===== config.mk =====
export PLATFORM = sky130hd
export DESIGN_NAME = pwm_dual_chan
export DESIGN_NICKNAME = d
export VERILOG_FILES = /design/src/rtl/pwm_dual_chan_pkg.sv /design/src/rtl/pwm_dual_chan_step.sv /design/src/rtl/pwm_dual_chan_level.sv /design/src/rtl/pwm_dual_chan.sv
export SDC_FILE = /design/constraint.sdc
export NUM_CORES = 1
export LEC_CHECK = 0
export BUFFER_PORTS_ARGS = -buffer_cell sky130_fd_sc_hd__buf_2
export CORE_MARGIN = 2
export CORE_UTILIZATION = 50
export CTS_CLUSTER_SIZE = 16
export DETAILED_ROUTE_END_ITERATION = 8
export PLACE_DENSITY = 0.73
export SLEW_MARGIN = 20
export SYNTH_ARGS = -nofsm -noshare
export SYNTH_HDL_FRONTEND = slang
export SYNTH_SLANG_ARGS = --single-unit

===== constraint.sdc =====
create_clock -name clk -period 8.48 [get_ports clk]
set_input_delay 1.696 -clock clk [delete_from_list [all_inputs] [get_ports clk]]
set_output_delay 1.696 -clock clk [all_outputs]
set_load 0.1 [all_outputs]

===== src/rtl/pwm_dual_chan_pkg.sv =====
package pwm_dual_chan_pkg;

    typedef enum logic {
        DIR_UP = 1'b0,
        DIR_DN = 1'b1
    } cnt_dir_e;

endpackage


===== src/rtl/pwm_dual_chan_step.sv =====
module pwm_dual_chan_step
    import pwm_dual_chan_pkg::*;
#(
    parameter int unsigned W = 8
) (
    input  logic [W-1:0] cnt,
    input  cnt_dir_e     dir,
    input  logic [W-1:0] per,
    input  logic         center,
    output logic [W-1:0] cnt_nx,
    output cnt_dir_e     dir_nx,
    output logic         wrap
);

    always_comb begin
        cnt_nx = cnt;
        dir_nx = dir;
        wrap   = 1'b0;
        if (!center) begin
            // edge mode: up count, wrap after reaching the period value
            if (cnt >= per) begin
                cnt_nx = '0;
                dir_nx = DIR_UP;
                wrap   = 1'b1;
            end else begin
                cnt_nx = cnt + 1'b1;
            end
        end else if (dir == DIR_UP) begin
            cnt_nx = cnt + 1'b1;
            if (cnt_nx >= per) begin
                dir_nx = DIR_DN;
            end
        end else begin
            if (cnt <= W'(1)) begin
                cnt_nx = '0;
                dir_nx = DIR_UP;
                wrap   = 1'b1;
            end else begin
                cnt_nx = cnt - 1'b1;
            end
        end
    end

endmodule


===== src/rtl/pwm_dual_chan_level.sv =====
module pwm_dual_chan_level
    import pwm_dual_chan_pkg::*;
#(
    parameter int unsigned W = 8
) (
    input  logic [W-1:0] cnt,
    input  cnt_dir_e     dir,
    input  logic [W-1:0] dty,
    input  logic         center,
    input  logic         polarity,
    input  logic         run,
    output logic         level
);

    localparam logic [W-1:0] ALL_ONES = '1;

    logic in_win;

    always_comb begin
        if (dty == ALL_ONES) begin
            in_win = 1'b0;
        end else if (center && dir == DIR_UP) begin
            in_win = (cnt < dty);
        end else begin
            in_win = (cnt <= dty);
        end
        if (!run) begin
            level = ~polarity;
        end else begin
            level = in_win ? polarity : ~polarity;
        end
    end

endmodule


===== src/rtl/pwm_dual_chan.sv =====
module pwm_dual_chan
    import pwm_dual_chan_pkg::*;
#(
    parameter int unsigned W = 8
) (
    input  logic         clk,
    input  logic         rst_n,
    input  logic         clk_en,
    input  logic         enable,
    input  logic         polarity,
    input  logic         center,
    input  logic         per_wr,
    input  logic [W-1:0] per_wdata,
    input  logic         dty_wr,
    input  logic [W-1:0] dty_wdata,
    input  logic         cnt_wr,
    output logic [W-1:0] per_rd,
    output logic [W-1:0] dty_rd,
    output logic [W-1:0] cnt_rd,
    output logic         pwm_out
);

    localparam logic [W-1:0] RST_VAL = '1;

    typedef struct packed {
        logic [W-1:0] per_w;
        logic [W-1:0] dty_w;
        logic [W-1:0] per_a;
        logic [W-1:0] dty_a;
        logic [W-1:0] cnt;
        cnt_dir_e     dir;
    } chan_st_t;

    chan_st_t     q;
    chan_st_t     d;
    logic         out_q;
    logic         out_d;
    logic [W-1:0] stp_cnt;
    cnt_dir_e     stp_dir;
    logic         stp_wrap;

    pwm_dual_chan_step #(.W(W)) u_step (
        .cnt    (q.cnt),
        .dir    (q.dir),
        .per    (q.per_a),
        .center (center),
        .cnt_nx (stp_cnt),
        .dir_nx (stp_dir),
        .wrap   (stp_wrap)
    );

    always_comb begin
        d = q;
        if (per_wr) d.per_w = per_wdata;
        if (dty_wr) d.dty_w = dty_wdata;
        if (!enable || cnt_wr) begin
            d.cnt   = '0;
            d.dir   = DIR_UP;
            d.per_a = d.per_w;
            d.dty_a = d.dty_w;
        end else if (clk_en) begin
            d.cnt = stp_cnt;
            d.dir = stp_dir;
            if (stp_wrap) begin
                d.per_a = d.per_w;
                d.dty_a = d.dty_w;
            end
        end
    end

    pwm_dual_chan_level #(.W(W)) u_level (
        .cnt      (d.cnt),
        .dir      (d.dir),
        .dty      (d.dty_a),
        .center   (center),
        .polarity (polarity),
        .run      (enable),
        .level    (out_d)
    );

    always_ff @(posedge clk) begin
        if (!rst_n) begin
            q.per_w <= RST_VAL;
            q.dty_w <= RST_VAL;
            q.per_a <= RST_VAL;
            q.dty_a <= RST_VAL;
            q.cnt   <= '0;
            q.dir   <= DIR_UP;
            out_q   <= 1'b0;
        end else begin
            q     <= d;
            out_q <= out_d;
        end
    end

    assign per_rd  = q.per_w;
    assign dty_rd  = q.dty_w;
    assign cnt_rd  = q.cnt;
    assign pwm_out = out_q;

endmodule


==> reports/qor.yml, run 1 <==
sta:
  fin_worst_hold_slack_ns: 0.495
  setup_viol: 0
  period_minus_slack_ns: 4.64
  fmax_mhz: 216
  worstMarginPinSlew_ns: 0.626
  fin_tns_setup_ns: 0
  fin_skew_ns: 0.00743
  slew_headroom: 0.583
  drv_slew: 0
  rsz0062_at_grt: "false"
  fin_crit_sh: 0.547
  finalHoldViolations: 0
power:
  leakage_nw: 1.41
  peakVddDrop_mv: 0.0914
  power_uw: 435
  p_per_area_nw_per_um2: 149
logic_synthesis:
  synth_area_leaders: "dfxtp_1 (30%), ha_1 (12%), nand2_1 (7.6%)"
  synth_top_area_frac: 0.304
  synth_edf_count: 0
  syn-num-nets: 384
  synth_area_leader_cell: "dfxtp_1"
  ys_ff_latch: 42
  synthCells: 332
  ys_types: 49
  synth_ff_type: "dfxtp_1"
  avgSynthCellArea_um2: 8.32
  ys_seq_area_frac: 0.304
  synth_area_um2: 2760
  yosysWarnings: 0
  async_reset_ff_frac: 0
floorplanning:
  die_w_um: 78.3
  fp.dieH_um: 78.3
  placementRows: 27
  io_pins: 50
  initial_core_util: 0.511
  core_area_um2: 5410
  dieArea_um2: 6140
global_route:
  met3_usage: 0.0506
  grt_pass1_vias: 2020
  grt-ovfl-total: 0
  grt_pass1_wl_um: 9380
  use_met1: 0.254
  antenna_found_initial: 0
  top_usage_layer: "met2"
  track_usage: 0.193
  grt_max_degree: 38
  met2_usage: 0.307
setup_path:
  required_ns: 8.72
  cp-start-kind: "input port"
  critPathMaxFanout: 35
  rrSetupSlack_ns: 4.04
  setup.worst_path.class: "in -> reg"
  end_kind: "flip-flop"
  crit_arrival_ns: 4.87
routing:
  drt_iter0_drc: 183
  vias: 2261
  viasPerCell: 5.40
  wirelength_um: 5750
  dr.pass1.iters: 4
  ant_nets: 0
  wl_per_cell_um: 13.7
  drc: 0
run_status:
  outcome: "completed"
placed_design:
  port_buffers: 49
  globalplace.congestion: 0.888
  hpwl_um: 4390
clock_tree:
  post-cts-setup-buffer-count: 0
  cts_resized: 0
  numCtsBuffers: 5
  clk_latency_ns: 0.30
  cts_tree: "yes"
  clkTransAtPathRegs_ns: 0.08
  root_buffer: "clkbuf_8"
  htree_levels: 2
  cts.sinks: 42
  cts.path.max_buffers: 2
  cts_hold_buf: 0
finish:
  fillers: 498
  nets: 399
  layout-drive-gt1-share: 0.182
  syn2layout_area_growth_pct: 5.57
  diodes: 0
worst_hold_path:
  min_path_type: "reg -> reg"
job:
  maxCapViolCount: 0
[worst max-delay path, stage by stage]
cell,delay [ns]
buf_2,0.16
a211oi_1,0.21
o21ai_0,0.26
a31o_4,0.43
o21ai_0,0.28
ha_1,0.30
nor2b_1,0.14
o211ai_1,0.16
a21oi_1,0.09
a2111oi_0,0.51
o21ai_0,0.21
a221oi_2,0.22
mux2i_1,0.21
[cell usage after synthesis, types with 5 or more instances]
library cell and count:
dfxtp_1 42, nand2_1 56, nand2b_1 5, clkbuf_1 11, inv_1 13, nand4_1 9
ha_1 27, buf_4 25, mux2i_1 18, a21oi_1 8, nor2_1 16, a211oi_1 5
nor2b_1 10, and2_1 5, o21ai_0 19
[placed cells by master (no fill, tap or decap), drive strengths merged, types with 3 or more instances in the layout]
cell type	count
nand2	57
buf	49
dfxtp	42
ha	27
o21ai	19
mux2i	18
nor2	16
inv	13
nor2b	10
nand4	9
a21oi	8
a211oi	5
nand2b	5
and2	5
clkbuf	5
nor3	4
o211ai	4
xor2	4
and3	4
o221ai	4
o2bb2ai	4
nand3	4
xnor2	3
[area by class of cell]
cell class                      instances  area [um2]  area share
Tap cell                               72        90.1      0.0309
Inverter                               13        48.8      0.0167
Clock inverter                          2        10.0     0.00343
Clock buffer                            5        68.8      0.0236
Timing Repair Buffer                   49         245      0.0841
Multi-Input combinational cell        236        1610       0.553
Sequential cell                        42         841       0.288
[through the flow]
stage	setup WS (ns)	util	instances	instance area [um2]
floorplan	3.90	-	332	2760
global placement	3.78	0.525	412	2840
detailed placement	3.55	0.525	412	2840
CTS	3.84	0.540	419	2920
global route	3.51	0.540	419	2920
finish	3.84	0.540	419	2920
[cell families after synthesis]
family	synth area share
compound gates	0.163
xor+xnor	0.0222
fa+ha+maj	0.122
buf+inv	0.112
flops	0.304
mux	0.0652
simple gates	0.211
[layer usage]
| metal | share of wire | wire (um) |
|---|---|---|
| met1 | 0.47 | 2680 |
| met2 | 0.47 | 2680 |
| met3 | 0.053 | 305 |
| met4 | 0.015 | 84 |
| met5 | 0 | 0 |
[report_power, final]
part	total, mW	leakage (nW)	switching (mW)	internal [mW]
registers	0.213	0.346	0.00596	0.207
logic	0.0997	1.02	0.0729	0.0267
clock network	0.122	0.0438	0.0672	0.0552
total	0.435	1.41	0.146	0.289
[registers in the layout (all words and copies together), names as in the netlist]
register,cells
q,17
per_rd,8
cnt_rd,8
dty_rd,8
pwm_out,1
[path summary, 6_finish.rpt]
path / from / endpoint / cells past startpoint
min reg2reg: per_rd[1] / per_rd[1] / 2
min: per_rd[1] / per_rd[1] / 2
max: center / pwm_out / 13
max reg2reg: cnt_rd[0] / pwm_out / 17
Note: power is estimated with default switching activity, not from simulation.
==> inputs of run 2 (changes only) <==
ABC_AREA = 1   (was default)
PLACE_DENSITY = 0.75   (was 0.73)
clock period = 4.1 ns   (was 8.48 ns; I/O delays follow)
==> run 2 against run 1 <==
Wire length is 8.4% higher. Critical path depth rose by 10. Combinational power rose to 2.8 times the previous value. Hold slack got worse by 0.018 ns. Sequential power up 110%. Power rose by 130%. Global-route usage is 1.5 points higher. Die area grew 3.6%. Sequential share of layout area decreased by 1.1 points. Via count up 13%. Largest cell class unchanged.
==> reports/qor.yml, run 2 <==
floorplanning:
  fp.dieH_um: 79.7
  initial_core_util: 0.521
  placementRows: 27
  dieArea_um2: 6360
  io_pins: 50
  core_area_um2: 5510
  die_w_um: 79.7
power:
  peakVddDrop_mv: 0.155
  power_uw: 991
  p_per_area_nw_per_um2: 326
  p_sw_uw: 365
  swShare: 0.369
  power_frac_clock: 0.263
  p_int_uw: 625
  pwr-share-seq: 0.452
  leakage_nw: 1.73
  power_frac_comb: 0.285
setup_path:
  crit_chain: "inv_1, ha_1, inv_1, nand2_1, nand3_2, nor2_2, nor2_2, inv_1, o21ai_0, nand2_1, o211ai_1, nand3_1, inv_1, ha_1, nand2_1, nor2_1, a211oi_1, o221ai_1, nand2_1, nand3_1, nand2_1, inv_2, nor2_2"
  end_kind: "flip-flop"
  cp-start-kind: "flip-flop"
  path_buf_inv: 5
  slowest_delay_ns: 0.48
  required_ns: 4.34
  crit_family: "simple AND/OR/NAND/NOR gates"
  cp_common_cell: "nand2_1"
  setup.worst_path.class: "reg -> reg"
  critPathMaxFanout: 8
  crit_slowest_cell: "dfxtp_1"
  crit_arrival_ns: 3.64
routing:
  vias: 2565
  viasPerCell: 5.06
  wirelength_um: 6230
  drc: 0
  wl_per_cell_um: 12.3
  ant_nets: 0
  drt_iter0_drc: 131
  dr.pass1.iters: 4
global_route:
  grt_pass1_wl_um: 10600
  grt-ovfl-total: 0
  met3_usage: 0.0452
  grt_pass1_vias: 2448
  antenna_found_initial: 0
  use_met1: 0.262
  met2_usage: 0.350
  grt_max_degree: 28
  track_usage: 0.208
  top_usage_layer: "met2"
logic_synthesis:
  synth_area_leader_cell: "dfxtp_1"
  synth_top_family_by_area: "simple AND/OR/NAND/NOR gates"
  synthMuxAreaShare: 0
  synth.top_cells.by_count: "nand2_1 (115), inv_1 (51), dfxtp_1 (42)"
  async_reset_ff_frac: 0
  avgSynthCellArea_um2: 6.94
  ys_ff_latch: 42
  synth_ff_type: "dfxtp_1"
  yosysMostFrequentCell: "nand2_1"
  yosysWarnings: 0
  ys_types: 31
  syn-num-nets: 465
  synthCells: 413
  synth_area_um2: 2870
  ys_seq_area_frac: 0.293
  synth_top_area_frac: 0.293
  synth_compound_area_frac: 0.0842
  synthXorXnorAreaFrac: 0.0275
  synth_fa_ha_area_frac: 0.118
  synth_edf_count: 0
  synth_simple_gate_area_frac: 0.318
  synth_area_leaders: "dfxtp_1 (29%), nand2_1 (15%), ha_1 (12%)"
clock_tree:
  cts.sinks: 42
  htree_levels: 2
  cts_resized: 0
  cts.path.max_buffers: 2
  post-cts-setup-buffer-count: 0
  clkTransAtPathRegs_ns: 0.08
  cts_tree: "yes"
  clk_latency_ns: 0.29
  numCtsBuffers: 5
  cts_hold_buf: 0
  root_buffer: "clkbuf_8"
finish:
  final_cell_mix: "nand2_1 (115), inv_1 (51), buf_2 (49)"
  final_area_um2: 3040
  nets: 486
  final_common_cell: "nand2_1"
  syn2layout_area_growth_pct: 5.85
  largest-register: "q"
  final_cell_count_no_fill: 507
  layout-drive-gt1-share: 0.179
  largest_register_ffs: 17
  diodes: 0
placed_design:
  port_buffers: 49
  hpwl_um: 5000
  place_inst: 499
  globalplace.congestion: 0.952
  place_worst_setup_slack_ns: 0.788
  place_area_um2: 2950
sta:
  fmax_mhz: 294
  drv_slew: 0
  worstMarginPinSlew_ns: 0.558
  finalHoldViolations: 0
  worst_slack_ns: 0.698
  fin_crit_sh: 0.830
  rsz0062_at_grt: "false"
  setup_viol: 0
  fin_tns_setup_ns: 0
  fin_skew_ns: 0.00937
  slew_headroom: 0.624
  period_minus_slack_ns: 3.40
run_status:
  outcome: "completed"
worst_hold_path:
  min_path_type: "reg -> reg"
job:
  maxCapViolCount: 0
==> run 2: cells by family after synthesis <==
family                     after synthesis
AOI/OAI and AO/OA                       41
xor gates and xnor gates                 9
adders and majority gates               27
buffers and inverters                   88
DFF                                     42
and+or+nand+nor                        206
==> run 2: path summary, 6_finish.rpt <==
kind / start / end / slack, ns / cells after the start
hold reg to reg: per_rd[4] / per_rd[4] / 0.48 / 2
hold / removal: per_rd[4] / per_rd[4] / 0.48 / 2
setup / recovery: cnt_rd[0] / pwm_out / 0.70 / 23
setup reg to reg: cnt_rd[0] / pwm_out / 0.70 / 23
==> run 2: metrics by stage <==
step | utilization | hold slack [ns]
after CTS | 0.551 | 0.483
after floorplan | - | 0.449
after global placement | 0.536 | 0.454
after detailed placement | 0.536 | 0.462
final | 0.551 | 0.477
after global routing | 0.551 | 0.504
==> run 2: cell type report <==
cell class	instances	area, um2
inverters	52	195
flip-flops and latches	42	841
multi-input cells	283	1570
clock inverters	2	13.8
well taps	72	90.1
fillers	551	2470
repair buffers	50	253
clock buffers	6	72.6
==> run 2: per-layer routing <==
layer  up-vias  part of all wire
li1       1346                 -
met5         -                 0
met4         0             0.015
met1      1125              0.46
met3        10             0.061
met2        84              0.46
==> run 2: power by group through the flow <==
stage | Sequential, mW | Combinational [mW] | Clock (mW)
2_1_floorplan | 0.460 | 0.243 | 0
3_3_place_gp | 0.457 | 0.278 | 0
3_5_place_dp | 0.457 | 0.281 | 0
4_1_cts | 0.448 | 0.283 | 0.268
5_1_grt | 0.451 | 0.311 | 0.288
6_report | 0.448 | 0.282 | 0.261
==> run 2: worst reg2reg max path: stages, from the launching register on <==
cell	delay, ns
dfxtp_1	0.48
inv_1	0.13
ha_1	0.26
inv_1	0.06
nand2_1	0.06
nand3_2	0.06
nor2_2	0.04
nor2_2	0.14
inv_1	0.10
o21ai_0	0.46
nand2_1	0.13
o211ai_1	0.15
nand3_1	0.12
inv_1	0.09
ha_1	0.24
nand2_1	0.09
nor2_1	0.05
a211oi_1	0.19
o221ai_1	0.13
nand2_1	0.12
nand3_1	0.08
nand2_1	0.07
inv_2	0.03
nor2_2	0.08
